===== src/rtl/sbc_pkg.sv =====
package sbc_pkg;
   typedef enum logic [2:0] {
      ST_IDLE   = 3'd0,
      ST_FILL   = 3'd1,
      ST_REFILL = 3'd2,
      ST_SPARE  = 3'd3,
      ST_HOLD   = 3'd4,
      ST_RESUME = 3'd5,
      ST_FIRST  = 3'd6,
      ST_SHOCK  = 3'd7
   } sbc_state_e;
endpackage


===== src/rtl/sbc_wrap_inc.sv =====
// Pointer increment with a run-time selectable wrap point.
module sbc_wrap_inc #(
   parameter int PTR_W   = 20,
   parameter int DEPTH_S = 262144,
   parameter int DEPTH_L = 1048576
) (
   input  logic             large_mem,
   input  logic [PTR_W-1:0] ptr_i,
   output logic [PTR_W-1:0] ptr_o
);
   localparam bit POW2 = ((DEPTH_S & (DEPTH_S - 1)) == 0) && ((DEPTH_L & (DEPTH_L - 1)) == 0);
   localparam logic [PTR_W-1:0] LAST_S = PTR_W'(DEPTH_S - 1);
   localparam logic [PTR_W-1:0] LAST_L = PTR_W'(DEPTH_L - 1);

   generate
      if (POW2) begin : g_mask
         // power-of-two depths: the last address doubles as a mask
         assign ptr_o = (ptr_i + 1'b1) & (large_mem ? LAST_L : LAST_S);
      end else begin : g_cmp
         logic [PTR_W-1:0] last;
         assign last  = large_mem ? LAST_L : LAST_S;
         assign ptr_o = (ptr_i == last) ? '0 : ptr_i + 1'b1;
      end
   endgenerate
endmodule


===== src/rtl/sbc_shock_src.sv =====
// Qualifies the shock sources and keeps the full-flag-read mask.
module sbc_shock_src (
   input  logic clk,
   input  logic rst_n,
   input  logic clr_seen,
   input  logic full,
   input  logic status_read,
   input  logic host_shock,
   input  logic track_det,
   input  logic jump_busy,
   input  logic rot_en,
   input  logic rot_shock,
   input  logic frame_pulse,
   input  logic synth_frame,
   output logic hit
);
   logic full_seen_q;
   logic miss_frame;

   always_ff @(posedge clk or negedge rst_n) begin
      if (!rst_n)                    full_seen_q <= 1'b0;
      else if (clr_seen)             full_seen_q <= 1'b0;
      else if (status_read && full)  full_seen_q <= 1'b1;
   end

   assign miss_frame = synth_frame && !frame_pulse && !full_seen_q;
   assign hit = host_shock || (track_det && !jump_busy) || (rot_shock && rot_en) || miss_frame;
endmodule


===== src/rtl/shock_buf_ctrl.sv =====
module shock_buf_ctrl
   import sbc_pkg::*;
#(
   parameter int PTR_W   = 20,
   parameter int DEPTH_S = 262144,
   parameter int DEPTH_L = 1048576
) (
   input  logic             clk,
   input  logic             rst_n,
   input  logic             large_mem,
   input  logic             bypass,
   input  logic             cmd_flush,
   input  logic             cmd_pfb,
   input  logic             cmd_host_shock,
   input  logic             cmd_jump_busy,
   input  logic             cmd_rot_en,
   input  logic             cmd_echo,
   input  logic             status_read,
   input  logic             track_det,
   input  logic             rot_shock,
   input  logic             frame_pulse,
   input  logic             synth_frame,
   input  logic             wr_req,
   input  logic             rd_req,
   output logic [2:0]       state_o,
   output logic             shock_det,
   output logic             fill_en,
   output logic             wr_en,
   output logic             rd_en,
   output logic             full,
   output logic             empty,
   output logic             hold,
   output logic [PTR_W-1:0] wr_ptr,
   output logic [PTR_W-1:0] rd_ptr
);
   generate
      if (DEPTH_S < 4 || DEPTH_L < DEPTH_S) begin : g_bad_depth
         $error("shock_buf_ctrl: depths must satisfy 4 <= DEPTH_S <= DEPTH_L");
      end
      if (DEPTH_L > (2 ** PTR_W)) begin : g_bad_width
         $error("shock_buf_ctrl: PTR_W too narrow for DEPTH_L");
      end
   endgenerate

   sbc_state_e       state_q, st_d;
   logic [PTR_W-1:0] wr_q, rd_q, save_q, base_q;
   logic [PTR_W-1:0] wr_nx, rd_nx;
   logic             hit, boundary, flush_any, echo_reload;
   logic             filling, stalled, into_stall, clr_seen;

   sbc_wrap_inc #(.PTR_W(PTR_W), .DEPTH_S(DEPTH_S), .DEPTH_L(DEPTH_L)) u_wr_inc (
      .large_mem(large_mem), .ptr_i(wr_q), .ptr_o(wr_nx));
   sbc_wrap_inc #(.PTR_W(PTR_W), .DEPTH_S(DEPTH_S), .DEPTH_L(DEPTH_L)) u_rd_inc (
      .large_mem(large_mem), .ptr_i(rd_q), .ptr_o(rd_nx));

   sbc_shock_src u_src (
      .clk(clk), .rst_n(rst_n), .clr_seen(clr_seen), .full(full),
      .status_read(status_read), .host_shock(cmd_host_shock),
      .track_det(track_det), .jump_busy(cmd_jump_busy), .rot_en(cmd_rot_en),
      .rot_shock(rot_shock), .frame_pulse(frame_pulse), .synth_frame(synth_frame),
      .hit(hit));

   assign flush_any   = cmd_flush || bypass;
   assign boundary    = frame_pulse || synth_frame;
   assign full        = (wr_nx == rd_q);
   assign empty       = (wr_q == rd_q);
   assign filling     = (state_q == ST_FILL) || (state_q == ST_REFILL) || (state_q == ST_FIRST);
   assign stalled     = (state_q == ST_HOLD) || (state_q == ST_SHOCK);
   assign fill_en     = filling && !full;
   assign wr_en       = fill_en && wr_req;
   assign rd_en       = rd_req && !empty;
   assign echo_reload = rd_req && empty && cmd_echo && stalled;
   assign into_stall  = ((st_d == ST_HOLD) || (st_d == ST_SHOCK)) && !stalled;
   assign clr_seen    = (st_d == ST_IDLE) || (st_d == ST_RESUME);

   always_comb begin
      st_d = state_q;
      if (flush_any) begin
         st_d = ST_IDLE;
      end else begin
         unique case (state_q)
            ST_IDLE:   st_d = ST_FIRST;
            ST_FIRST:  if (hit) st_d = ST_SHOCK;
                       else if (wr_en) st_d = ST_FILL;
            ST_FILL:   if (hit) st_d = ST_SHOCK;
                       else if (full) st_d = ST_HOLD;
            ST_REFILL: if (hit) st_d = ST_SHOCK;
                       else if (full) st_d = ST_HOLD;
                       else if (boundary) st_d = ST_FILL;
            ST_HOLD:   if (hit) st_d = ST_SHOCK;
                       else if (cmd_pfb) st_d = ST_RESUME;
            ST_SHOCK:  if (cmd_pfb) st_d = ST_RESUME;
                       else if (empty && !cmd_echo) st_d = ST_IDLE;
            ST_RESUME: st_d = ST_REFILL;
            default:   st_d = ST_IDLE;
         endcase
      end
   end

   always_ff @(posedge clk or negedge rst_n) begin
      if (!rst_n) begin
         state_q <= ST_IDLE;
         wr_q    <= '0;
         rd_q    <= '0;
         save_q  <= '0;
         base_q  <= '0;
      end else begin
         state_q <= st_d;
         if (st_d == ST_IDLE) begin
            wr_q   <= '0;
            rd_q   <= '0;
            save_q <= '0;
            base_q <= '0;
         end else begin
            if (state_q == ST_RESUME) wr_q <= save_q;
            else if (wr_en)           wr_q <= wr_nx;
            if (echo_reload)          rd_q <= base_q;
            else if (rd_en)           rd_q <= rd_nx;
            if ((state_q == ST_FILL || state_q == ST_REFILL) && boundary) save_q <= wr_q;
            if (into_stall)           base_q <= rd_q;
         end
      end
   end

   assign state_o   = state_q;
   assign shock_det = (state_q == ST_SHOCK);
   assign hold      = (state_q == ST_HOLD);
   assign wr_ptr    = wr_q;
   assign rd_ptr    = rd_q;
endmodule


===== config.mk =====
export PLATFORM = sky130hd
export DESIGN_NAME = shock_buf_ctrl
export DESIGN_NICKNAME = d
export VERILOG_FILES = /design/src/rtl/sbc_pkg.sv /design/src/rtl/sbc_wrap_inc.sv /design/src/rtl/sbc_shock_src.sv /design/src/rtl/shock_buf_ctrl.sv
export SDC_FILE = /design/constraint.sdc
export NUM_CORES = 1
export LEC_CHECK = 0
export BUFFER_PORTS_ARGS = -buffer_cell sky130_fd_sc_hd__buf_4
export CORE_UTILIZATION = 55
export CTS_CLUSTER_DIAMETER = 30
export DETAILED_ROUTE_END_ITERATION = 8
export GPL_TIMING_DRIVEN = 0
export HOLD_SLACK_MARGIN = 0.06
export PLACE_DENSITY_LB_ADDON = 0.05
export SLEW_MARGIN = 20
export SYNTH_ARGS = -nofsm -noshare
export SYNTH_HDL_FRONTEND = slang
export SYNTH_SLANG_ARGS = --single-unit

===== constraint.sdc =====
create_clock -name clk -period 6.6 [get_ports clk]
set_clock_uncertainty 0.1 [all_clocks]
set_input_delay 0.99 -clock clk [delete_from_list [all_inputs] [get_ports clk]]
set_output_delay 0.99 -clock clk [all_outputs]
set_load 0.02 [all_outputs]

==> impl_metrics.toml <==
[drt]
dr_total_vias = 5220
wirelength_mm = 16.0
drtPass1Iterations = 7
wl_per_cell_um = 18.5
drc = 0
dr.first_iter.drc_count = 339
final_antenna_net_count = 0
viasPerCell = 6.03

[critical_path]
cp_data_arrival_time_ns = 4.08
crit_chain = "ha_1 > buf_2 > nand4_1 > nor4_2 > and3_1 > mux2_2 > nor4_1 > and2_1 > buf_4 > or3_1 > buf_4 > inv_2 > buf_4 > buf_4"
critPathRequiredTime_ns = 5.51
worst_path_max_delay_cell = "dfrtp_1"
path_max_fanout = 10
critPathKind = "flop to primary output"
worst-r2r-cell-count = 18
crit_top_cell = "buf_4"
worstSetupEndpointType = "primary output"
critPathMaxStageDelay_ns = 0.56
worst_setup_path_start_kind = "flop"

[finish]
area_growth_pct = 15.1
layout.cells.most_common = "nor2_1"
commonest_non_fill_non_tap_cells_in_the_layout = "98 x nor2_1, 84 x dfrtp_1, 71 x buf_4, 57 x nand2_1, 34 x clkbuf_1"
antennaDiodeCount = 0
drive_gt1_frac = 0.241
nNetsFinal = 743
final_core_utilization = 0.649

[cts]
number_of_buffers_added_to_fix_hold_violations_after_cts = 0
clock_insertion_delay_worst_skew_ns = 0.37
h-tree-depth = 3
clkSlewWorstSetupHoldPaths_ns = 0.08
clockRootBuffer = "clkbuf_8"
cts.repair_timing.setup_buffer_count = 0
postCtsResizedCells = 0
clock_tree_from_tritoncts = "yes"
cts.sink_count = 84
cts_made_buffers = 9
cts_buffer_depth = 2

[floorplan]
floorplan.io_pins = 67
die_width_um = 104
initial_utilization = 0.564
floorplan.rows = 37
design.die.area_um2 = 10900
core-area_um2 = 10200
die_height_um = 104

[logic_synthesis]
post_synth_num_cell_types = 63
postSynth.asyncResetShare = 1.00
synth_top_area_cell = "dfrtp_1"
synthFlopType = "dfrtp_1"
synth_warnings = 0
ys_top_cells_by_area = "dfrtp_1 36%, nor2_1 6.4%, a211oi_2 5.4%"
number_of_enable_type_register_cells_in_the_synthesized_netlist = 0
mappedNetlistNets = 666
ys_seq_area_frac = 0.365
netlist_area_um2 = 5770
postSynthRegisterBits = 84
syn_area_per_cell_um2 = 8.91
post_synth_inst_count = 647
yosys.area.top_type_share = 0.365

[timing]
max_slew_margin = 0.355
slew_viol_final = 0
fin_crit_ns = 5.17
timing.final.crit_share = 0.784
timing.setup.tns_ns = 0
timing.final.setup_violations = 0
top_achievable_clock_speed_mhz = 193
rsz0062_at_grt = "false"
worst-slew-pin-transition_ns = 0.961
timing_hold_violations_final = 0

[hold_path]
hold_path_class = "flop to flop"
worst_hold_path.num_cells = 2

[grt]
wire_length_of_the_first_global_routing_pass_mm = 26.2
grt_start_max_net_pins = 85
initial_antenna_violation_count = 0
grt_overflow = 0
first_global_vias = 4976
grt_use_total = 0.307

[run_status]
run_status = "completed"

[placement]
portBuffers = 66
detailedPlacementHpwl_mm = 11.4
finalWeightedCongestion = 0.956

[pwr]
power.density_cell_area_nw_per_um2 = 222
power.ir.vdd_worst_v = 0.000147
p_leak_nw = 3.00

[run]
cap_violations = 0
## layer usage
layer,part of all wire,GRT usage,wire length [um],vias to the layer above
li1,-,-,-,2447
met1,0.46,0.446,7360,2533
met2,0.45,0.464,7240,212
met3,0.066,0.0407,1050,28
met4,0.022,0.118,360,0
met5,0,0,0,-
## cells in the mapped netlist (4+ instances only)
| master | instances |
|---|---|
| o22ai_1 | 4 |
| nor3b_1 | 4 |
| buf_2 | 20 |
| a221oi_1 | 4 |
| nor3_2 | 5 |
| a31oi_1 | 4 |
| nand2_1 | 57 |
| and3_1 | 12 |
| nor3_1 | 11 |
| a21oi_1 | 25 |
| nor4_1 | 7 |
| xnor2_1 | 23 |
| a211oi_2 | 25 |
| nand4_1 | 16 |
| inv_1 | 7 |
| a22oi_1 | 5 |
| nor2_1 | 98 |
| and4_1 | 4 |
| and2_1 | 5 |
| o211ai_1 | 5 |
| o21ai_0 | 13 |
| buf_4 | 6 |
| mux2i_1 | 27 |
| nand3_1 | 17 |
| mux2_2 | 23 |
| xor2_1 | 29 |
| nor2b_1 | 12 |
| dfrtp_1 | 84 |
| nand3b_1 | 7 |
| clkbuf_1 | 33 |
## cell type report
| type | count | area [um2] |
|---|---|---|
| plain buffers | 61 | 292 |
| clock buffers | 12 | 155 |
| clock inverters | 4 | 47.5 |
| fillers | 932 | 3590 |
| inverters | 8 | 30.0 |
| multi-input cells | 494 | 3340 |
| flip-flops and latches | 84 | 2100 |
| well taps | 136 | 170 |
| repair buffers | 66 | 499 |
## state kept, by name, indices dropped and copies added (netlist names)
register,cells
rd_ptr,20
wr_ptr,20
base_q,20
u_src.full_seen_q,1
state_o,3
save_q,20
## kinds of logic after synthesis
logic type | after synthesis | synth area share
compound gates | 115 | 0.162
mux | 50 | 0.0918
fa+ha+maj | 2 | 0.00434
xor+xnor | 54 | 0.0857
flops | 84 | 0.365
buf+inv | 69 | 0.0558
simple gates | 273 | 0.236
## critical path, delay by kind of cell (launching register included)
family	cells	cell delay, ns
AND/OR/NAND/NOR	6	1.68
adder cells (fa/ha/maj)	1	0.21
buffers and inverters	6	0.90
flip-flops	1	0.56
multiplexers	1	0.35
## through the flow
stage | cells | hold WS [ns] | power [mW] | instance area (um2) | worst slack (ns)
3_3_place_gp | 849 | 0.402 | 1.08 | 6430 | 1.92
3_5_place_dp | 849 | 0.411 | 1.08 | 6430 | 1.90
4_1_cts | 865 | 0.424 | 1.47 | 6640 | 1.48
6_report | 865 | 0.426 | 1.47 | 6640 | 1.43
5_1_grt | 865 | 0.443 | 1.55 | 6640 | 1.14
2_1_floorplan | 647 | 0.387 | 0.916 | 5770 | 2.48
## where the power goes
group | internal [mW] | total [mW] | leakage [nW] | switching [mW]
clock network | 0.195 | 0.387 | 0.102 | 0.192
logic | 0.191 | 0.533 | 1.72 | 0.342
registers | 0.530 | 0.555 | 1.17 | 0.0249
## path summary, 6_finish.rpt
| check | startpoint | slack [ns] | to |
|---|---|---|---|
| max reg2reg | wr_ptr[1] | 1.91 | wr_ptr[8] |
| min in group asynchronous | rst_n | 0.57 | save_q[14] |
| min | base_q[0] | 0.43 | rd_ptr[0] |
| min reg2reg | base_q[0] | 0.43 | rd_ptr[0] |
| max in group asynchronous | rst_n | 5.28 | base_q[2] |
| max | wr_ptr[1] | 1.43 | wr_en |
(Power assumes the default switching activity.)
